**config.mk**
```make
export PLATFORM = sky130hd
export DESIGN_NAME = bat_matcher
export DESIGN_NICKNAME = d
export VERILOG_FILES = /design/src/rtl/bat_pkg.sv /design/src/rtl/bat_entry_bank.sv /design/src/rtl/bat_entry_eval.sv /design/src/rtl/bat_prio_pick.sv /design/src/rtl/bat_matcher.sv
export SDC_FILE = /design/constraint.sdc
export NUM_CORES = 1
export LEC_CHECK = 0
export ABC_AREA = 0
export CAP_MARGIN = 20
export CORE_MARGIN = 5
export CORE_UTILIZATION = 35
export CTS_CLUSTER_DIAMETER = 60
export DETAILED_ROUTE_END_ITERATION = 7
export GPL_TIMING_DRIVEN = 0
export PLACE_DENSITY = 0.54
export SYNTH_ARGS = -nofsm -noshare
export SYNTH_HDL_FRONTEND = slang
export SYNTH_SLANG_ARGS = --single-unit
```
**constraint.sdc**
```tcl
create_clock -name clk -period 3.2 [get_ports clk]
set_input_delay 0.48 -clock clk [delete_from_list [all_inputs] [get_ports clk]]
set_output_delay 0.48 -clock clk [all_outputs]
set_load 0.05 [all_outputs]
```
**src/rtl/bat_pkg.sv**
```systemverilog
package bat_pkg;
  localparam int ADDR_W    = 32;
  localparam int PAGE_BITS = 12;
  localparam int EPI_LSB   = 17;
  localparam int LEN_LSB   = 2;
  localparam int LEN_W     = 11;
  localparam int USR_BIT   = 0;
  localparam int SUP_BIT   = 1;
  localparam logic [ADDR_W-1:0] EPI_FIELD = {{(ADDR_W-EPI_LSB){1'b1}}, {EPI_LSB{1'b0}}};
  localparam logic [ADDR_W-1:0] PAGE_KEEP = {{(ADDR_W-PAGE_BITS){1'b1}}, {PAGE_BITS{1'b0}}};

  typedef enum logic [1:0] {
    ACC_LOAD  = 2'd0,
    ACC_STORE = 2'd1,
    ACC_FETCH = 2'd2,
    ACC_RSVD  = 2'd3
  } acc_kind_e;

  typedef struct packed {
    logic x;
    logic w;
    logic r;
  } perm_t;

  function automatic perm_t prot_decode(input logic [1:0] code);
    perm_t p;
    unique case (code)
      2'd0:    p = '{x: 1'b0, w: 1'b0, r: 1'b0};
      2'd2:    p = '{x: 1'b1, w: 1'b1, r: 1'b1};
      default: p = '{x: 1'b1, w: 1'b0, r: 1'b1};
    endcase
    return p;
  endfunction
endpackage

```
**src/rtl/bat_entry_bank.sv**
```systemverilog
module bat_entry_bank
  import bat_pkg::*;
#(
  parameter int NUM_ENT = 4,
  parameter int IDX_W   = 2
) (
  input  logic                           clk,
  input  logic                           rst_n,
  input  logic                           wr_en,
  input  logic [IDX_W-1:0]               wr_idx,
  input  logic                           wr_hi,
  input  logic [ADDR_W-1:0]              wr_data,
  output logic [NUM_ENT-1:0][ADDR_W-1:0] upper_q,
  output logic [NUM_ENT-1:0][ADDR_W-1:0] lower_q
);
  for (genvar g = 0; g < NUM_ENT; g++) begin : g_ent
    logic sel;
    assign sel = wr_en && (wr_idx == IDX_W'(g));
    always_ff @(posedge clk) begin
      if (!rst_n) begin
        upper_q[g] <= '0;
        lower_q[g] <= '0;
      end else if (sel) begin
        if (wr_hi) upper_q[g] <= wr_data;
        else       lower_q[g] <= wr_data;
      end
    end
  end
endmodule

```
**src/rtl/bat_entry_eval.sv**
```systemverilog
module bat_entry_eval
  import bat_pkg::*;
(
  input  logic [ADDR_W-1:0] upper,
  input  logic [ADDR_W-1:0] lower,
  input  logic [ADDR_W-1:0] addr,
  input  logic              priv,
  output logic              hit,
  output logic [ADDR_W-1:0] paddr,
  output perm_t             perm
);
  logic              enabled;
  logic [ADDR_W-1:0] len_bits;
  logic [ADDR_W-1:0] mask;
  logic [ADDR_W-1:0] base;

  always_comb begin
    enabled  = priv ? upper[SUP_BIT] : upper[USR_BIT];
    len_bits = ADDR_W'(upper[LEN_LSB +: LEN_W]) << EPI_LSB;
    mask     = enabled ? (EPI_FIELD & ~len_bits) : '0;
    base     = upper & EPI_FIELD;
    hit      = (mask != '0) && ((addr & mask) == base);
    paddr    = ((lower & mask) | (addr & ~mask)) & PAGE_KEEP;
    perm     = prot_decode(lower[1:0]);
  end
endmodule

```
**src/rtl/bat_prio_pick.sv**
```systemverilog
module bat_prio_pick
  import bat_pkg::*;
#(
  parameter int NUM_ENT = 4
) (
  input  logic [NUM_ENT-1:0]             hit_vec,
  input  logic [NUM_ENT-1:0][ADDR_W-1:0] paddr_vec,
  input  perm_t [NUM_ENT-1:0]            perm_vec,
  output logic                           any_hit,
  output logic [ADDR_W-1:0]              paddr,
  output perm_t                          perm
);
  always_comb begin
    any_hit = 1'b0;
    paddr   = '0;
    perm    = '0;
    for (int i = NUM_ENT - 1; i >= 0; i--) begin
      if (hit_vec[i]) begin
        any_hit = 1'b1;
        paddr   = paddr_vec[i];
        perm    = perm_vec[i];
      end
    end
  end
endmodule

```
**src/rtl/bat_matcher.sv**
```systemverilog
module bat_matcher
  import bat_pkg::*;
#(
  parameter int  NUM_ENT = 4,
  localparam int IDX_W   = (NUM_ENT > 1) ? $clog2(NUM_ENT) : 1
) (
  input  logic             clk,
  input  logic             rst_n,
  input  logic             wr_en,
  input  logic             wr_isel,
  input  logic [IDX_W-1:0] wr_idx,
  input  logic             wr_hi,
  input  logic [31:0]      wr_data,
  input  logic             req_valid,
  output logic             req_ready,
  input  logic [31:0]      req_addr,
  input  logic [1:0]       req_kind,
  input  logic             req_priv,
  output logic             rsp_valid,
  input  logic             rsp_ready,
  output logic             rsp_hit,
  output logic [31:0]      rsp_paddr,
  output logic [2:0]       rsp_perm,
  output logic             rsp_allow
);
  logic [NUM_ENT-1:0][ADDR_W-1:0] i_upper, i_lower, d_upper, d_lower;
  logic [NUM_ENT-1:0][ADDR_W-1:0] s_upper, s_lower;
  logic [NUM_ENT-1:0]             hit_vec;
  logic [NUM_ENT-1:0][ADDR_W-1:0] paddr_vec;
  perm_t [NUM_ENT-1:0]            perm_vec;
  logic                           any_hit;
  logic [ADDR_W-1:0]              pick_paddr;
  perm_t                          pick_perm;
  logic                           verdict;
  logic                           is_fetch;

  bat_entry_bank #(.NUM_ENT(NUM_ENT), .IDX_W(IDX_W)) u_ibank (
    .clk(clk), .rst_n(rst_n), .wr_en(wr_en && wr_isel), .wr_idx(wr_idx),
    .wr_hi(wr_hi), .wr_data(wr_data), .upper_q(i_upper), .lower_q(i_lower)
  );

  bat_entry_bank #(.NUM_ENT(NUM_ENT), .IDX_W(IDX_W)) u_dbank (
    .clk(clk), .rst_n(rst_n), .wr_en(wr_en && !wr_isel), .wr_idx(wr_idx),
    .wr_hi(wr_hi), .wr_data(wr_data), .upper_q(d_upper), .lower_q(d_lower)
  );

  assign is_fetch = (acc_kind_e'(req_kind) == ACC_FETCH);
  assign s_upper  = is_fetch ? i_upper : d_upper;
  assign s_lower  = is_fetch ? i_lower : d_lower;

  for (genvar g = 0; g < NUM_ENT; g++) begin : g_eval
    bat_entry_eval u_eval (
      .upper(s_upper[g]), .lower(s_lower[g]), .addr(req_addr), .priv(req_priv),
      .hit(hit_vec[g]), .paddr(paddr_vec[g]), .perm(perm_vec[g])
    );
  end

  bat_prio_pick #(.NUM_ENT(NUM_ENT)) u_pick (
    .hit_vec(hit_vec), .paddr_vec(paddr_vec), .perm_vec(perm_vec),
    .any_hit(any_hit), .paddr(pick_paddr), .perm(pick_perm)
  );

  always_comb begin
    unique case (acc_kind_e'(req_kind))
      ACC_FETCH: verdict = pick_perm.x;
      ACC_STORE: verdict = pick_perm.w;
      default:   verdict = pick_perm.r;
    endcase
    verdict = verdict && any_hit;
  end

  assign req_ready = !rsp_valid || rsp_ready;

  always_ff @(posedge clk) begin
    if (!rst_n) begin
      rsp_valid <= 1'b0;
      rsp_hit   <= 1'b0;
      rsp_paddr <= '0;
      rsp_perm  <= '0;
      rsp_allow <= 1'b0;
    end else if (req_ready) begin
      rsp_valid <= req_valid;
      if (req_valid) begin
        rsp_hit   <= any_hit;
        rsp_paddr <= any_hit ? pick_paddr : '0;
        rsp_perm  <= any_hit ? pick_perm : '0;
        rsp_allow <= verdict;
      end
    end
  end
endmodule

```
# --- Yosys cells after proc, flatten, opt, wreduce, memory -nomap -nowiden ---
# Cells that the tools add are included.
op_classes:
  eq_ne: 13
  muxes: 29
  bitwise_logic: 25
  reduce_logical: 44
ops:
  columns: ["cell", "n"]
  rows:
  - ["$and 32x32->32", 12]
  - ["$mux 32", 9]
  - ["$mux 128", 2]
  - ["$eq 32x32->1", 4]
  - ["$not 28->32", 4]
  - ["$not 32->32", 4]
  - ["$or 32x32->32", 4]
  - ["$reduce_bool 32->1", 4]
  - ["$reduce_and 2->1", 17]
  - ["$pmux 3 s2", 4]
  - ["$logic_and 1x1->1", 15]
  - ["$mux 3", 5]
  - ["$eq 2x2->1 const B", 7]
  - ["$logic_not 2->1", 5]
  - ["$mux 1", 8]
  - ["$eq 2x1->1 const B", 2]
  - ["$logic_not 1->1", 2]
  - ["$pmux 1 s2", 1]
  - ["$logic_or 1x1->1", 1]
  - ["$not 1->1", 1]
totals:
  ff_bits: 550
  word_cells: 132

# --- Logic depth before layout (Yosys ltp) ---
depth:
  word_depth: 13
  mapped_depth: 15
  ltp_nobuf: 9

# --- Cells and area by module ---
# A second synthesis with hierarchy kept.
unflattened:
  cells_unflattened: 2674
  hier_area_um2: 27044.7
by_module_without_submodules:
  columns: ["module", "instances", "cells_each", "area_per_inst_um2", "seq_area_each_um2"]
  rows:
  - ["bat_entry_bank", 2, 871, 9203.8, 5124.9]
  - ["bat_matcher", 1, 471, 4887.2, 760.7]
  - ["bat_entry_eval (g_eval[1].u_eval ...)", 3, 82, 643.1, 0.0]
  - ["bat_prio_pick", 1, 132, 1172.4, 0.0]
  - ["bat_entry_eval (g_eval[0].u_eval)", 1, 83, 648.1, 0.0]

# --- Worst setup path after synthesis ---
# Ideal clock, no wire load.
synth_path:
  path_type: "input -> register"
  start: "input port req_priv"
  end: "register rsp_perm[1]"
  setup_time_ps: 70
  arrival_time_ps: 3374
  required_ps: 3130
  setup_slack_ps: -244
  cell_stages: 11
  n_path_buf: 2
  cell_sequence: "buf_6 > mux2_2 > buf_4 > a32oi_1 > xor2_1 > or4_1 > or4_4 > nor4_4 > a2111oi_1 > or4b_1 > a21oi_1"
synth_via:
  elab_chain_cells: 10
  elab_cells_between_ends: 33
synth_rtl:
  columns: ["element", "line_no", "text"]
  rows:
  - ["start, declared", "bat_matcher.sv:18", "input logic req_priv,"]
  - ["$mux 1", "bat_entry_eval.sv:18", "enabled = priv ? upper[SUP_BIT] : upper[USR_BIT];"]
  - ["$mux 32", "bat_entry_eval.sv:20", "mask = enabled ? (EPI_FIELD & ~len_bits) : '0;"]
  - ["$and 32x32->32", "bat_entry_eval.sv:22", "hit = (mask != '0) && ((addr & mask) == base);"]
  - ["$eq 32x32->1", "bat_entry_eval.sv:22", null]
  - ["$logic_and 1x1->1", "bat_entry_eval.sv:22", null]
  - ["$mux 3 or $mux 1 (tied branches) (4 in a row)", "bat_prio_pick.sv:18", "if (hit_vec[i]) begin"]
  - ["$mux 3 (*)", "bat_matcher.sv:86", "rsp_perm <= any_hit ? pick_perm : '0;"]
  - ["end signal, assigned", "bat_matcher.sv:86", null]
  - ["end, declared", "bat_matcher.sv:23", "output logic [2:0] rsp_perm,"]
# Mark *: on every way between the ends. The rest lies on a longest branch, timed or not.
# A chain may end at the register's enable or synchronous reset.

# --- Final worst setup path ---
layout_path:
  start: "input port req_kind[1]"
  end: "register rsp_allow"
layout_via:
  elab_chain_cells: 13
  elab_cells_between_ends: 54
layout_rtl:
  columns: ["element", "line_no", "text"]
  rows:
  - ["start, declared", "bat_matcher.sv:17", "input logic [1:0] req_kind,"]
  - ["$eq 2x2->1", "bat_matcher.sv:47, bat_matcher.sv:64", null]
  - ["$mux 128", "bat_matcher.sv:48", "assign s_upper = is_fetch ? i_upper : d_upper;"]
  - ["$mux 1 or $not 28->32 (tied branches)", "bat_entry_eval.sv:18, bat_entry_eval.sv:20", null]
  - ["$mux 32", "bat_entry_eval.sv:20", null]
  - ["$and 32x32->32", "bat_entry_eval.sv:22", null]
  - ["$eq 32x32->1", "bat_entry_eval.sv:22", null]
  - ["$logic_and 1x1->1", "bat_entry_eval.sv:22", null]
  - ["$mux 3 (4 in a row)", "bat_prio_pick.sv:18", null]
  - ["$pmux 1 s2", "bat_matcher.sv:64", "unique case (acc_kind_e'(req_kind))"]
  - ["$logic_and 1x1->1 (*)", "bat_matcher.sv:69", "verdict = verdict && any_hit;"]
  - ["end signal, assigned", "bat_matcher.sv:87", "rsp_allow <= verdict;"]
  - ["end, declared", "bat_matcher.sv:24", "output logic rsp_allow"]
# Marked as above.

==> results.json <==
{
  "final_common_cell": "nand2_1",
  "drive_gt1_share_pct": 11.4,
  "period_share_pct": 102,
  "portBuffers": 56,
  "syn_area_um2": 18600,
  "async_flop_share_pct": 0,
  "max-cap-violations": 0,
  "ys_seq_elements": 385,
  "drc_errors": 0,
  "clock_sinks": 385,
  "critPathRequiredTime_ps": 3690,
  "h-tree-depth": 2,
  "hp-class": "in -> reg",
  "grt-ovfl-total": 0,
  "cts-root-buf": "clkbuf_16",
  "hold_viol": 0,
  "busiest_layer": "met2",
  "wire_per_inst_um": 27.0,
  "grt_pass1_vias": 18000,
  "ys_warn_count": 0,
  "status": "finished, violations left",
  "startpoint_type": "primary input",
  "grtUsageTotal_pct": 30.5,
  "arrival_ps": 3770,
  "area_growth_pct": 22.7,
  "holdPathStages": 3,
  "period_minus_slack_ps": 3280,
  "synth_cell_type_count": 70,
  "p_total_mw": 11.5,
  "syn_inst": 2524,
  "final-max-slew-violation-count": 0,
  "yosysSeqAreaShare_pct": 41.4,
  "initial_core_util_pct": 35.3,
  "cts_buffers": 47,
  "use_met3_pct": 7.48,
  "setup_ws_ps": -77.7,
  "path_clk_slew_ps": 60,
  "cts_tree": "done",
  "antenna_found_initial": 2,
  "layout_common_cells": "nand2_1, dfxtp_1, a21oi_1",
  "die_h_um": 241,
  "synth_edf_count": 0,
  "rsz0062_at_grt": "yes",
  "fin_nets": 2758,
  "drt-initial-drc-count": 2388,
  "synth_area_per_cell_um2": 7.37,
  "use_met2_pct": 45.4,
  "critPathMaxFanout": 10,
  "p_per_area_nw_per_um2": 505,
  "grt_use_met1_pct": 42.6,
  "firstDrtPassIters": 6,
  "ioPinCount": 115,
  "fp.coreArea_um2": 52700,
  "fin_setup_tns_ps": -142,
  "num_vias": 19700,
  "antenna_left": 0,
  "wirelength_um": 91900,
  "max_freq_ghz": 0.305,
  "peakVddDrop_mv": 0.368,
  "synth_ff_type": "dfxtp_1",
  "setup_viol": 2,
  "grt_pass1_wl_um": 127000,
  "end_kind": "register",
  "drt-vias-per-instance": 5.78,
  "violations": "setup timing",
  "leakagePower_nw": 7.53,
  "clockBufferDepth": 3,
  "whs_ps": 315,
  "reg2regPathDepth": 11,
  "clock_skew_ps": 19.8,
  "clk_latency_ps": 600,
  "crit_type": "in -> reg",
  "place_congestion": 0.997,
  "tightest_slew_ps": 1230,
  "core.rowCount": 84,
  "slew_headroom_pct": 18.3,
  "hpwlAfterDp_um": 66100,
  "die_x_um": 241,
  "grt_max_degree": 20,
  "die_area_um2": 57900
}
==> timing repair <==
action,in CTS,in global routing
buffers inserted,23,8
hold buffers,0,0
endpoints found under the setup margin,24,18
cloned,1,0
resized for setup,162,54
pin swaps,10,10
==> critical path, cell delays in order <==
cell and delay (ps):
buf_4 180, nor2b_1 160, buf_4 190, buf_12 180, mux2i_2 240, xnor2_1 150
a221o_1 330, or4_4 590, o211a_4 310, a2111oi_4 550, o32ai_2 150, a22o_1 220
==> layout make-up <==
cell class / instances / area, um2
Fill cell: 5369 / 29800
Multi-Input combinational cell: 1908 / 10300
Sequential cell: 385 / 7710
Clock buffer: 66 / 1370
Buffer: 228 / 1330
Timing Repair Buffer: 102 / 1050
Tap cell: 688 / 861
Clock inverter: 16 / 138
Inverter: 10 / 37.5
Antenna cell: 2 / 5.00
==> registers in the layout (all words and copies together) (netlist names) <==
name and count:
u_dbank.lower_q 68, rsp_paddr 20, rsp_perm 2, rsp_valid 1, rsp_hit 1, u_ibank.lower_q 68
u_ibank.upper_q 112, u_dbank.upper_q 112, rsp_allow 1
==> logic make-up after synthesis <==
group	share of synthesized area, %
DFF	41.4
AOI/OAI and AO/OA	17.9
and+or+nand+nor	27.7
xor gates and xnor gates	2.45
other	0.0202
buffers and inverters	5.80
muxes	4.71
==> cells in the mapped netlist (all sizes together), types with 16 or more instances <==
library cell / instances / share of area (%)
a32oi: 23 / 1.1
mux2: 20 / 1.2
nor2: 61 / 1.2
nand3: 56 / 1.5
nor3: 33 / 0.89
dfxtp: 385 / 41
a31oi: 16 / 0.54
a21oi: 379 / 10
o21a: 23 / 0.93
o22ai: 43 / 1.4
xor2: 41 / 1.9
clkbuf: 189 / 3.9
o21ai: 39 / 1.0
buf: 43 / 1.7
nand2: 874 / 18
nor4bb: 18 / 0.97
mux2i: 65 / 3.5
nor2b: 31 / 1.0
==> final timing paths <==
path | startpoint | end | slack, ps
hold / removal | wr_data[1] | u_ibank.lower_q[33]$_SDFFE_PN0P_ | 320
hold reg to reg | u_dbank.upper_q[90]$_SDFFE_PN0P_ | u_dbank.upper_q[90]$_SDFFE_PN0P_ | 450
setup / recovery | req_kind[1] | rsp_allow$_SDFFE_PN0P_ | -80
setup reg to reg | u_ibank.upper_q[0]$_SDFFE_PN0P_ | rsp_perm[1]$_SDFFE_PN0P_ | -60
==> metrics by stage <==
step                setup slack, ps  util, %  instances  instance area [um2]
finish                        -77.7     43.4       3405                22800
global route                  -77.1     43.4       3403                22800
CTS                           -83.8     42.9       3395                22600
detailed placement            -2340     38.6       3292                20300
global placement              -2350     38.2       3279                20100
floorplan                     -37.7        -       2535                18700
==> where the power goes <==
part	internal, mW	switching, mW
clock network	3.06	2.27
logic	0.391	0.917
registers	4.86	0.0440
==> per-layer routing <==
| metal | wire, um | up-vias |
|---|---|---|
| met1 | 39200 | 9528 |
| met2 | 38600 | 1076 |
| met4 | 4520 | 2 |
| li1 | - | 8840 |
| met5 | 17 | - |
| met3 | 9520 | 221 |
(Power assumes the default switching activity.)
